===== config.mk =====
export PLATFORM = sky130hd
export DESIGN_NAME = prio_intr_ctrl
export DESIGN_NICKNAME = d
export VERILOG_FILES = /design/src/rtl/prio_intr_pkg.sv /design/src/rtl/prio_intr_dp.sv /design/src/rtl/prio_intr_ctl.sv /design/src/rtl/prio_intr_ctrl.sv
export SDC_FILE = /design/constraint.sdc
export NUM_CORES = 1
export LEC_CHECK = 0
export BUFFER_PORTS_ARGS = -buffer_cell sky130_fd_sc_hd__buf_4
export CORE_MARGIN = 8
export CORE_UTILIZATION = 55
export DETAILED_ROUTE_END_ITERATION = 16
export PLACE_DENSITY = 0.72
export SYNTH_ARGS = -nofsm -noshare
export SYNTH_HDL_FRONTEND = slang
export SYNTH_HIERARCHICAL = 1
export SYNTH_SLANG_ARGS = --single-unit
export TNS_END_PERCENT = 30

===== constraint.sdc =====
create_clock -name clk -period 58 [get_ports clk]
set_clock_uncertainty 0.1 [all_clocks]
set_input_delay 8.7 -clock clk [delete_from_list [all_inputs] [get_ports clk]]
set_output_delay 8.7 -clock clk [all_outputs]
set_load 0.1 [all_outputs]

===== src/rtl/prio_intr_pkg.sv =====
package prio_intr_pkg;
  localparam int LVL_W = 4;
  typedef logic [LVL_W-1:0] level_t;

  // Strobes from the control half to the datapath half
  typedef struct packed {
    logic takeAccept;
    logic popReq;
  } ctlStrobe_t;
endpackage


===== src/rtl/prio_intr_dp.sv =====
module prio_intr_dp
  import prio_intr_pkg::*;
#(
  parameter int NUM_TRAPS = 4,
  parameter int NUM_IRQS  = 29,
  parameter int NUM_EXT   = 3,
  parameter int ADDR_W    = 5,
  parameter int DATA_W    = 8,
  parameter int VEC_W     = 6
) (
  input  logic                          clk,
  input  logic                          rstN,
  input  logic [NUM_TRAPS-1:0]          trapReq,
  input  logic [NUM_IRQS-NUM_EXT-1:0]   irqReq,
  input  logic [NUM_EXT-1:0]            extPin,
  input  logic                          regWrEn,
  input  logic [ADDR_W-1:0]             regAddr,
  input  logic [DATA_W-1:0]             regWrData,
  input  level_t                        cpuPrio,
  input  ctlStrobe_t                    strobe,
  output logic                          candValid,
  output logic [VEC_W-1:0]              candVec,
  output level_t                        candLevel
);
  localparam int NUM_SRC  = NUM_TRAPS + NUM_IRQS;
  localparam int POL_ADDR = NUM_IRQS;
  localparam int CLR_ADDR = NUM_IRQS + 1;
  localparam int MAX_LVL  = (1 << LVL_W) - 1;

  // ---------------- external pin path ----------------
  logic [NUM_EXT-1:0] syncA, syncB, syncPrev, edgeSel, extEdge;

  always_ff @(posedge clk) begin
    if (!rstN) begin
      syncA    <= '0;
      syncB    <= '0;
      syncPrev <= '0;
    end else begin
      syncA    <= extPin;
      syncB    <= syncA;
      syncPrev <= syncB;
    end
  end

  generate
    for (genvar e = 0; e < NUM_EXT; e++) begin : g_edge
      assign extEdge[e] = edgeSel[e] ? (syncB[e] & ~syncPrev[e])
                                     : (~syncB[e] & syncPrev[e]);
    end
  endgenerate

  // ---------------- configuration registers ----------------
  logic [2:0]          prioReg [NUM_IRQS];
  logic [NUM_IRQS-1:0] enReg;
  logic                polWr, clrWr;

  assign polWr = regWrEn && (regAddr == ADDR_W'(POL_ADDR));
  assign clrWr = regWrEn && (regAddr == ADDR_W'(CLR_ADDR));

  always_ff @(posedge clk) begin
    if (!rstN) begin
      edgeSel <= '1;
    end else if (polWr) begin
      edgeSel <= regWrData[NUM_EXT-1:0];
    end
  end

  generate
    for (genvar i = 0; i < NUM_IRQS; i++) begin : g_cfg
      always_ff @(posedge clk) begin
        if (!rstN) begin
          prioReg[i] <= '0;
          enReg[i]   <= 1'b0;
        end else if (regWrEn && (regAddr == ADDR_W'(i))) begin
          prioReg[i] <= regWrData[2:0];
          enReg[i]   <= regWrData[3];
        end
      end
    end
  endgenerate

  // ---------------- pending flags ----------------
  logic [NUM_SRC-1:0] srcSet, pending, srcElig;
  level_t             srcLevel [NUM_SRC];

  assign srcSet = {irqReq, extEdge, trapReq};

  generate
    for (genvar s = 0; s < NUM_SRC; s++) begin : g_src
      if (s < NUM_TRAPS) begin : g_trap
        assign srcLevel[s] = LVL_W'(MAX_LVL - s);
        assign srcElig[s]  = 1'b1;
      end else begin : g_irq
        assign srcLevel[s] = {1'b0, prioReg[s-NUM_TRAPS]};
        assign srcElig[s]  = enReg[s-NUM_TRAPS] && (prioReg[s-NUM_TRAPS] != 3'd0);
      end

      logic clrHit;
      assign clrHit = (strobe.takeAccept && (candVec == VEC_W'(s)))
                   || (clrWr && (regWrData[VEC_W-1:0] == VEC_W'(s)));

      always_ff @(posedge clk) begin
        if (!rstN)           pending[s] <= 1'b0;
        else if (srcSet[s])  pending[s] <= 1'b1;
        else if (clrHit)     pending[s] <= 1'b0;
      end
    end
  endgenerate

  // ---------------- arbitration scan ----------------
  // Strictly-greater update: the lowest index keeps a tie; the seed with
  // cpuPrio enforces preemption only by higher levels.
  always_comb begin
    level_t          bestLvl;
    logic [VEC_W-1:0] bestVec;
    logic            found;
    bestLvl = cpuPrio;
    bestVec = '0;
    found   = 1'b0;
    for (int s = 0; s < NUM_SRC; s++) begin
      if (pending[s] && srcElig[s] && (srcLevel[s] > bestLvl)) begin
        bestLvl = srcLevel[s];
        bestVec = VEC_W'(s);
        found   = 1'b1;
      end
    end
    candValid = found;
    candVec   = bestVec;
    candLevel = bestLvl;
  end

  logic unusedBits;
  assign unusedBits = ^{regWrData[DATA_W-1:VEC_W], strobe.popReq};
endmodule


===== src/rtl/prio_intr_ctl.sv =====
module prio_intr_ctl
  import prio_intr_pkg::*;
#(
  parameter int STACK_DEPTH = 16
) (
  input  logic       clk,
  input  logic       rstN,
  input  logic       candValid,
  input  level_t     candLevel,
  input  logic       irqTake,
  input  logic       irqReturn,
  output logic       irqValid,
  output ctlStrobe_t strobe,
  output level_t     cpuPrio,
  output logic       stackErr
);
  localparam int CNT_W = $clog2(STACK_DEPTH + 1);
  localparam int IDX_W = (STACK_DEPTH > 1) ? $clog2(STACK_DEPTH) : 1;

  level_t           stackMem [STACK_DEPTH];
  logic [CNT_W-1:0] depthCnt;
  logic [CNT_W-1:0] topIdx;
  logic             stackFull, stackEmpty;

  assign stackFull  = (depthCnt == CNT_W'(STACK_DEPTH));
  assign stackEmpty = (depthCnt == '0);
  assign topIdx     = depthCnt - CNT_W'(1);

  assign irqValid          = candValid && !stackFull;
  assign strobe.popReq     = irqReturn;
  assign strobe.takeAccept = irqTake && irqValid && !irqReturn;

  always_ff @(posedge clk) begin
    if (!rstN) begin
      depthCnt <= '0;
      cpuPrio  <= '0;
      stackErr <= 1'b0;
      for (int k = 0; k < STACK_DEPTH; k++) stackMem[k] <= '0;
    end else if (strobe.popReq) begin
      if (stackEmpty) begin
        stackErr <= 1'b1;
      end else begin
        cpuPrio  <= stackMem[topIdx[IDX_W-1:0]];
        depthCnt <= topIdx;
      end
    end else if (strobe.takeAccept) begin
      stackMem[depthCnt[IDX_W-1:0]] <= cpuPrio;
      depthCnt <= depthCnt + CNT_W'(1);
      cpuPrio  <= candLevel;
    end
  end
endmodule


===== src/rtl/prio_intr_ctrl.sv =====
module prio_intr_ctrl
  import prio_intr_pkg::*;
#(
  parameter int NUM_TRAPS   = 4,
  parameter int NUM_IRQS    = 29,
  parameter int NUM_EXT     = 3,
  parameter int STACK_DEPTH = 16,
  parameter int DATA_W      = 8,
  parameter int ADDR_W      = $clog2(NUM_IRQS + 2),
  parameter int VEC_W       = $clog2(NUM_TRAPS + NUM_IRQS)
) (
  input  logic                        clk,
  input  logic                        rstN,
  input  logic [NUM_TRAPS-1:0]        trapReq,
  input  logic [NUM_IRQS-NUM_EXT-1:0] irqReq,
  input  logic [NUM_EXT-1:0]          extPin,
  input  logic                        regWrEn,
  input  logic [ADDR_W-1:0]           regAddr,
  input  logic [DATA_W-1:0]           regWrData,
  input  logic                        irqTake,
  input  logic                        irqReturn,
  output logic                        irqValid,
  output logic [VEC_W-1:0]            irqVector,
  output logic [LVL_W-1:0]            irqLevel,
  output logic [LVL_W-1:0]            cpuPrio,
  output logic                        stackErr
);
  ctlStrobe_t strobe;
  logic       candValid;
  level_t     candLevel;

  prio_intr_dp #(
    .NUM_TRAPS(NUM_TRAPS), .NUM_IRQS(NUM_IRQS), .NUM_EXT(NUM_EXT),
    .ADDR_W(ADDR_W), .DATA_W(DATA_W), .VEC_W(VEC_W)
  ) dp_i (
    .clk(clk), .rstN(rstN), .trapReq(trapReq), .irqReq(irqReq), .extPin(extPin),
    .regWrEn(regWrEn), .regAddr(regAddr), .regWrData(regWrData),
    .cpuPrio(cpuPrio), .strobe(strobe),
    .candValid(candValid), .candVec(irqVector), .candLevel(candLevel)
  );

  prio_intr_ctl #(.STACK_DEPTH(STACK_DEPTH)) ctl_i (
    .clk(clk), .rstN(rstN), .candValid(candValid), .candLevel(candLevel),
    .irqTake(irqTake), .irqReturn(irqReturn), .irqValid(irqValid),
    .strobe(strobe), .cpuPrio(cpuPrio), .stackErr(stackErr)
  );

  assign irqLevel = candLevel;
endmodule


### After elaboration in Yosys (flattened, before gate mapping)

Memories as Yosys holds them, arrays and structs flattened.
Index checks and enable logic that the tools add are counted.

* word-level logic and storage cells: 836
* register bits after elaboration: 84
* input bits: 51
* output and inout bits: 16
* memory bits (writable): 151
* memories: 2

Memory list
* dp_i.prioReg: words 29, width 3, read ports 29, clocked after memory_dff 0, write ports 29, line prio_intr_dp.sv:53 `logic [2:0] prioReg [NUM_IRQS];`
* ctl_i.stackMem: words 16, width 4, read ports 1, clocked after memory_dff 0, write ports 16, line prio_intr_ctl.sv:20 `level_t stackMem [STACK_DEPTH];`

* equality and inequality tests: 96
* muxes and demuxes: 297
* reductions and logical operators: 296
* order comparisons: 33
* bitwise gates (word level): 41
* $add $sub $neg: 2

Operator list (number)
* $mux 1: 196
* $eq 6x5->1 const B: 32
* $logic_and 1x1->1: 191
* $mux 4: 46
* $gt 3x4->1: 29
* $mux 3: 33
* $eq 6x4->1 const B: 16
* $mux 5: 19
* $reduce_bool 3->1: 29
* $eq 5x5->1 const B: 16
* $reduce_bool 2->1: 34
* $eq 6x3->1 const B: 8
* $eq 5x4->1 const B: 8
* $logic_or 1x1->1: 33
* $or 1x1->1: 29
* $eq 6x2->1 const B: 4
* $eq 5x3->1 const B: 4
* $gt 4x4->1 const A: 4
* $eq 6x1->1 const B: 2
* $eq 6x6->1 const B: 2
* $logic_not 6->1: 2
* $eq 5x2->1 const B: 2
* $logic_not 5->1: 2
* $and 1x1->1: 6
* other kinds (10): 18

### Logic depth before layout (Yosys ltp)

Gate-level depths: netlist of the first run.

* depth in word-level cells: 108
* depth in mapped cells: 227
* mapped depth without buffers: 216

### Modules after synthesis

Netlist of the first run, hierarchy kept.

Modules (own cells, without submodules)
* prio_intr_dp: cells an instance 1437, instances 1, seq. area each 4093.9 um^2, area each 11927.7 um^2
* prio_intr_ctl: cells an instance 288, instances 1, seq. area each 2122.0 um^2, area each 3821.2 um^2

### Worst setup path after synthesis of the first run

OpenSTA, ideal clock, no wires.

* path type: reg-to-output
* start point: register ctl_i.cpuPrio[3]
* end point: output port irqLevel[1]
* data arrival time: 43.593 ns
* required time: 49.200 ns
* setup slack: 5.607 ns
* stages on the path, launching flop included: 207
* buffers on the path: 12
* cell sequence: dfxtp_1 > clkbuf_1 > clkbuf_1 > o211ai_1 > a32oi_1 > and4b_1 > ha_1 > a21oi_1 > a211o_1 > or4b_1 > nand2_1 > ha_1 > nor2b_1 > o31a_1 > and2_1 > a211oi_1 > nor2_1 > ha_1 > [171 not listed] > nor3_1 > a21oi_1 > ha_1 > and3_1 > a21oi_1 > a21o_1 > nor2_1 > a211o_1 > or4b_1 > buf_2 > o211ai_1 > o21ai_0 > ha_1 > nor2b_1 > o21ai_0 > a21oi_1 > clkbuf_1 > o21ai_0

* cells in the longest elaborated chain, start to end: 99

RTL lines
* from (decl): line prio_intr_ctl.sv:14 `output level_t cpuPrio,`
* from (signal assigned): line prio_intr_ctl.sv:43 `cpuPrio <= stackMem[topIdx[IDX_W-1:0]];`
* from (signal assigned): line prio_intr_ctl.sv:49 `cpuPrio <= candLevel;`
* $gt 4x4->1: line prio_intr_dp.sv:121 `if (pending[s] && srcElig[s] && (srcLevel[s] > bestLvl)) begin`
* $logic_and 1x1->1: line prio_intr_dp.sv:121
* $mux 4 *: line prio_intr_dp.sv:121
* $gt 4x4->1: line prio_intr_dp.sv:121
* $logic_and 1x1->1: line prio_intr_dp.sv:121
* $mux 4 *: line prio_intr_dp.sv:121
* $gt 4x4->1: line prio_intr_dp.sv:121
* $logic_and 1x1->1: line prio_intr_dp.sv:121
* [83 not listed]
* $logic_and 1x1->1: line prio_intr_dp.sv:121
* $mux 4 *: line prio_intr_dp.sv:121
* $gt 3x4->1: line prio_intr_dp.sv:121
* $logic_and 1x1->1: line prio_intr_dp.sv:121
* $mux 4 *: line prio_intr_dp.sv:121
* $gt 3x4->1: line prio_intr_dp.sv:121
* $logic_and 1x1->1: line prio_intr_dp.sv:121
* $mux 4 *: line prio_intr_dp.sv:121
* to (decl): line prio_intr_ctrl.sv:24 `output logic [LVL_W-1:0] irqLevel,`

Every way passes the cells marked *; elsewhere a longest branch is shown, timed or not.

### Final worst setup path of the first run

* start point: register ctl_i.cpuPrio[3]
* end point: output port irqValid

* cells in the longest elaborated chain, start to end: 100
* elaborated cells between the ends (all ways): 132
* classes of those cells: order compare: 33; mux: 65; reduce/logical: 34

RTL lines
* $gt 4x4->1: line prio_intr_dp.sv:121
* $logic_and 1x1->1: line prio_intr_dp.sv:121
* $mux 4: line prio_intr_dp.sv:121
* $gt 4x4->1: line prio_intr_dp.sv:121
* $logic_and 1x1->1: line prio_intr_dp.sv:121
* $mux 4: line prio_intr_dp.sv:121
* $gt 4x4->1: line prio_intr_dp.sv:121
* $logic_and 1x1->1: line prio_intr_dp.sv:121
* [85 not listed]
* $gt 3x4->1: line prio_intr_dp.sv:121
* $logic_and 1x1->1: line prio_intr_dp.sv:121
* $mux 4: line prio_intr_dp.sv:121
* $gt 3x4->1: line prio_intr_dp.sv:121
* $logic_and 1x1->1: line prio_intr_dp.sv:121
* $mux 1 *: line prio_intr_dp.sv:121
* via candValid: line prio_intr_ctrl.sv:29 `logic candValid;`
* $logic_and 1x1->1 *: line prio_intr_ctl.sv:29 `assign irqValid = candValid && !stackFull;`
* to (decl): line prio_intr_ctrl.sv:22 `output logic irqValid,`

Mark *: on every way through the listed nets, which the timed path passes. The rest lies on a longest branch.

==> flow_summary.json, run 1 <==
{
  "design.core.area_um2": 28500,
  "worst_hold_path.endpoint": "dp_i/syncB[0]",
  "synth.cell_area_um2": 15700,
  "antenna_found_initial": 0,
  "fp.dieArea_um2": 34300,
  "flow.area_growth_from_synthesis_pct": 11.6,
  "number_of_global_route_vias_before_repair": 13494,
  "die-width_um": 185,
  "finish.instance_area_um2": 17600,
  "fp.dieH_um": 185,
  "rows": 62,
  "global_route.usage.total": 0.280,
  "maxCapViolCount": 0,
  "max_stage_delay_ns": 0.65,
  "worst_skew_pair_latency_ns": 0.56,
  "clock_tree_from_tritoncts": "done",
  "portBuffers": 64,
  "grt_pass1_wl_mm": 74.4,
  "grt_start_max_net_pins": 63,
  "postSynthCellCount": 1724,
  "leakagePower_nw": 6.95,
  "cts.root.buffer_cell": "clkbuf_16",
  "routed_wirelength_mm": 48.9,
  "start_point_of_the_worst_hold_path": "dp_i/syncA[0]",
  "clkSlewWorstSetupHoldPaths_ns": 0.06,
  "drt_pass1_iterations": 8,
  "cts_buffer_depth": 3,
  "holdCritPathClass": "register to register",
  "post_dp_cell_area_um2": 16500,
  "min_period_ns": 55.65,
  "syn-num-nets": 1864,
  "design.final.nets": 1910,
  "cts_max_level": 1,
  "fmax_mhz": 18.0,
  "r2r_path_end": "dp_i/pending[16]",
  "data_required_time_of_the_critical_path_ns": 49.20,
  "timing.reg2reg.setup_slack_ns": 9.67,
  "timing.final.max_slew_violations": 0,
  "globalRoute.totalOverflow": 0,
  "critical_path.reg2reg.startpoint": "ctl_i/cpuPrio[3]",
  "numCtsBuffers": 27,
  "place_inst": 2115,
  "finish.cell_count_without_fillers": 2176,
  "final_antenna_net_count": 0,
  "layout.cells.most_common_list": "and2_1, edfxtp_1, o21ai_0",
  "gp_congestion": 0.958,
  "drc": 0,
  "run_status": "completed",
  "min_period_over_period": 0.959,
  "fraction_of_layout_cells_with_a_size_suffix_above_1": 0.120,
  "timing.critical_path.arrival_ns": 46.85,
  "routedWlPerCell_um": 22.5,
  "num_vias": 14077,
  "tightestPinTransition_ns": 1.24,
  "timing_hold_violations_final": 0,
  "worstPathMaxFanout": 20,
  "setup_viol_count_final": 0,
  "cts_sink_count": 235,
  "slowest_stage": "or4b_4",
  "drt_iter0_markers": 1421,
  "yosysWarnings": 6,
  "slew_limit_headroom": 0.174,
  "worst_hold_path.num_cells": 1,
  "critPathLaunchType": "register",
  "reg2regPathDepth": 201,
  "end_kind": "primary output",
  "crit_type": "register to primary output",
  "top_level_ports": 67,
  "cts_hold_buf": 0,
  "avgViaCountPerCell": 6.47,
  "synth_area_per_cell_um2": 9.13,
  "layout.cells.most_common": "and2_1",
  "power_per_cell_area_nw_per_um2": 31.4,
  "initial_core_util": 0.553,
  "dp_hpwl_mm": 36.0,
  "path_common_cell": "ha_1",
  "peakVddDrop_uv": 46.5
}
==> final cells by class <==
type / instances / area [µm²]
flip-flops and latches: 235 / 6220
inverters: 106 / 398
well taps: 384 / 480
diodes: 1 / 2.50
clock buffers: 34 / 722
fillers: 2431 / 10900
repair buffers: 87 / 653
clock inverters: 16 / 160
multi-input cells: 1313 / 8930
==> routing by layer <==
| metal | vias to the layer above | wire [µm] | track usage |
|---|---|---|---|
| met3 | 204 | 4390 | 0.0494 |
| met5 | - | 0 | 0 |
| met1 | 6642 | 18500 | 0.334 |
| met4 | 0 | 3430 | 0.184 |
| met2 | 713 | 22600 | 0.461 |
| li1 | 6518 | - | - |
==> metrics by stage <==
step	total power (W)	utilization	hold slack (ns)	setup slack, ns	setup TNS, ns
floorplan	0.000333	-	0.312	5.61	0
global placement	0.000375	0.578	0.317	1.40	0
detailed placement	0.000381	0.578	0.318	0.789	0
CTS	0.000548	0.609	0.331	0.214	0
global route	0.000577	0.617	0.348	-0.229	-0.491
finish	0.000552	0.617	0.330	2.35	0
==> sequential cells by signal, summed over array words and instances, names as in the netlist <==
name,count
dp_i/edgeSel,3
dp_i/enReg,29
dp_i/syncB,3
ctl_i/depthCnt,5
dp_i/prioReg,87
ctl_i/cpuPrio,4
dp_i/syncPrev,3
ctl_i/stackMem,64
dp_i/syncA,3
dp_i/pending,33
ctl_i/stackErr,1
==> where the power goes <==
part	internal, W	switching, W
Clock	0.0000976	0.0000708
Sequential	0.000189	0.0000144
Combinational	0.0000650	0.000116
Total	0.000351	0.000201
==> timing repair <==
| item | in CTS | in global routing |
|---|---|---|
| resized for setup | 1 | 34 |
| hold endpoints to repair | 0 | 0 |
| endpoints found under the setup margin | 3 | 10 |
| setup buffers | 0 | 10 |
| pin swaps | 0 | 4 |
==> how the worst max path moves through the flow <==
stage | slack, ns | to | from | depth (start not counted)
2_1_floorplan | 5.61 | irqLevel[1] | ctl_i/cpuPrio[3] | 206
3_3_place_gp | 1.40 | irqLevel[0] | ctl_i/cpuPrio[3] | 197
3_5_place_dp | 0.79 | irqLevel[0] | ctl_i/cpuPrio[3] | 198
4_1_cts | 0.21 | irqValid | ctl_i/cpuPrio[3] | 198
5_1_grt | -0.23 | irqValid | ctl_i/cpuPrio[3] | 200
6_report | 2.35 | irqValid | ctl_i/cpuPrio[3] | 195
==> worst max-delay path, delay by kind of cell, from the launching register on <==
family                     cells  cell delay, ns
AOI/OAI and AO/OA             76           17.72
muxes                          4            1.14
and+or+nand+nor               80           17.68
DFF                            1            0.57
buffers and inverters          6            0.95
adders and majority gates     29            8.15
Note: power is estimated with default switching activity, not from simulation.
==> inputs of run 2 (changes only) <==
==> constraint.sdc (replaced) <==
create_clock -name clk -period 70.3 [get_ports clk]
set_clock_uncertainty 0.1 [all_clocks]
set_input_delay 10.545 -clock clk [delete_from_list [all_inputs] [get_ports clk]]
set_output_delay 10.545 -clock clk [all_outputs]
set_load 0.1 [all_outputs]
==> flow_summary.json, run 2 (same netlist as run 1, synthesis figures left out) <==
{
  "timing.final.max_slew_violations": 0,
  "fmax_mhz": 16.4,
  "critPathLaunchType": "register",
  "rows": 62,
  "numCtsBuffers": 27,
  "globalRoute.totalOverflow": 0,
  "antenna_found_initial": 0,
  "avgViaCountPerCell": 6.51,
  "slowest_stage": "nor4b_2",
  "flow.area_growth_from_synthesis_pct": 10.2,
  "routedLengthMet1_mm": 18.8,
  "grt_start_max_net_pins": 63,
  "cts_buffer_depth": 3,
  "layout.cells.most_common": "and2_1",
  "cts_post_setup_buffers_inserted": 0,
  "finalSetupTns_ns": 0,
  "grt_pass1_wl_mm": 74.5,
  "clkSlewWorstSetupHoldPaths_ns": 0.06,
  "cts_max_level": 1,
  "design.core.area_um2": 28500,
  "timing.critical_path.arrival_ns": 50.41,
  "initial_core_util": 0.553,
  "drt_pass1_iterations": 6,
  "timing_hold_violations_final": 0,
  "maxCapViolCount": 0,
  "power_switching_share": 0.359,
  "largest_register_ffs": 87,
  "die-width_um": 185,
  "top_level_ports": 67,
  "clock_tree_from_tritoncts": "done",
  "largest_registers_in_the_final_layout": "dp_i/prioReg: 87 flops, ctl_i/stackMem: 64 flops, dp_i/pending: 33 flops",
  "met2_wirelength_mm": 22.9,
  "layout.cells.most_common_list": "and2_1, edfxtp_1, o21ai_0",
  "finish.cell_count_without_fillers": 2163,
  "p_int_w": 0.000294,
  "number_of_global_route_vias_before_repair": 13465,
  "global_route.usage.total": 0.281,
  "portBuffers": 64,
  "cts_sink_count": 235,
  "drt_iter0_markers": 1528,
  "drc": 0,
  "design.final.nets": 1898,
  "path_common_cell": "ha_1",
  "tightestPinTransition_ns": 1.09,
  "met3WireLength_mm": 4.10,
  "end_kind": "primary output",
  "routed_wirelength_mm": 48.7,
  "top_layer_used": "met4",
  "dp_hpwl_mm": 36.2,
  "max_stage_delay_ns": 0.84,
  "worstPathMaxFanout": 20,
  "run_status": "completed",
  "worst_skew_pair_latency_ns": 0.56,
  "largest_register": "dp_i/prioReg",
  "slew_limit_headroom": 0.271,
  "post_cts.resized_instances": 0,
  "setup_viol_count_final": 0,
  "seq_power_share": 0.365,
  "final.fill_count": 2461,
  "gp_congestion": 0.963,
  "min_period_over_period": 0.868,
  "cts.root.buffer_cell": "clkbuf_16",
  "power_per_cell_area_nw_per_um2": 26.4,
  "final_antenna_net_count": 0,
  "min_period_ns": 61.05,
  "peakVddDrop_uv": 30.6,
  "routedWlPerCell_um": 22.5,
  "data_required_time_of_the_critical_path_ns": 59.65,
  "grt_setup_unrepaired": "no",
  "pwr-share-clk": 0.314,
  "place_inst": 2113,
  "fraction_of_layout_cells_with_a_size_suffix_above_1": 0.0996,
  "holdCritPathClass": "register to register",
  "p_comb_frac": 0.321,
  "fp.dieH_um": 185,
  "num_vias": 14083,
  "fp.dieArea_um2": 34300,
  "crit_type": "register to primary output",
  "cts_hold_buf": 0,
  "net-switching-power_w": 0.000164,
  "leakagePower_nw": 6.91
}
run 2: layer usage:
metal  GRT usage  up-vias
met3      0.0437      163
met4       0.155        0
met5           0        -
met2       0.471      709
li1            -     6491
met1       0.342     6720
run 2: final timing paths:
path	cells after the start	slack, ns	start	end
max	199	9.25	ctl_i/cpuPrio[3]	irqValid
min	1	0.33	dp_i/syncA[0]	dp_i/syncB[0]
max reg2reg	204	18.38	ctl_i/cpuPrio[3]	dp_i/pending[4]
min reg2reg	1	0.33	dp_i/syncA[0]	dp_i/syncB[0]
run 2: worst max-delay path, delay by kind of cell (launching register included):
kind / cells / cell delay [ns]
buffers and inverters: 5 / 1.07
adder cells (fa/ha/maj): 29 / 8.03
AND/OR/NAND/NOR: 79 / 18.39
multiplexers: 5 / 1.62
flip-flops: 1 / 0.70
AO/OA/AOI/OAI: 81 / 19.92
run 2: power by group through the flow:
stage	sequential (W)	clock [W]	combinational (W)
floorplan	0.000174	0	0.000101
CTS	0.000167	0.000145	0.000146
finish	0.000167	0.000144	0.000147
global route	0.000168	0.000151	0.000159
global placement	0.000169	0	0.000140
detailed placement	0.000169	0	0.000145
run 2: final cells by class:
class	instances	area, µm²	share of cell area
Sequential cell	235	6220	0.358
Antenna cell	1	2.50	0.000144
Clock inverter	20	220	0.0127
Inverter	106	398	0.0229
Clock buffer	29	683	0.0394
Timing Repair Buffer	75	563	0.0325
Multi-Input combinational cell	1313	8790	0.506
Tap cell	384	480	0.0277
run 2: stage by stage:
stage	util	power [W]	area, µm²	hold slack [ns]	setup slack (ns)
final	0.609	0.000458	17400	0.330	9.25
after CTS	0.609	0.000458	17300	0.333	10.46
after floorplan	-	0.000275	15700	0.312	16.06
after detailed placement	0.578	0.000314	16400	0.319	11.38
after global routing	0.609	0.000478	17300	0.345	5.95
after global placement	0.578	0.000309	16400	0.316	11.86
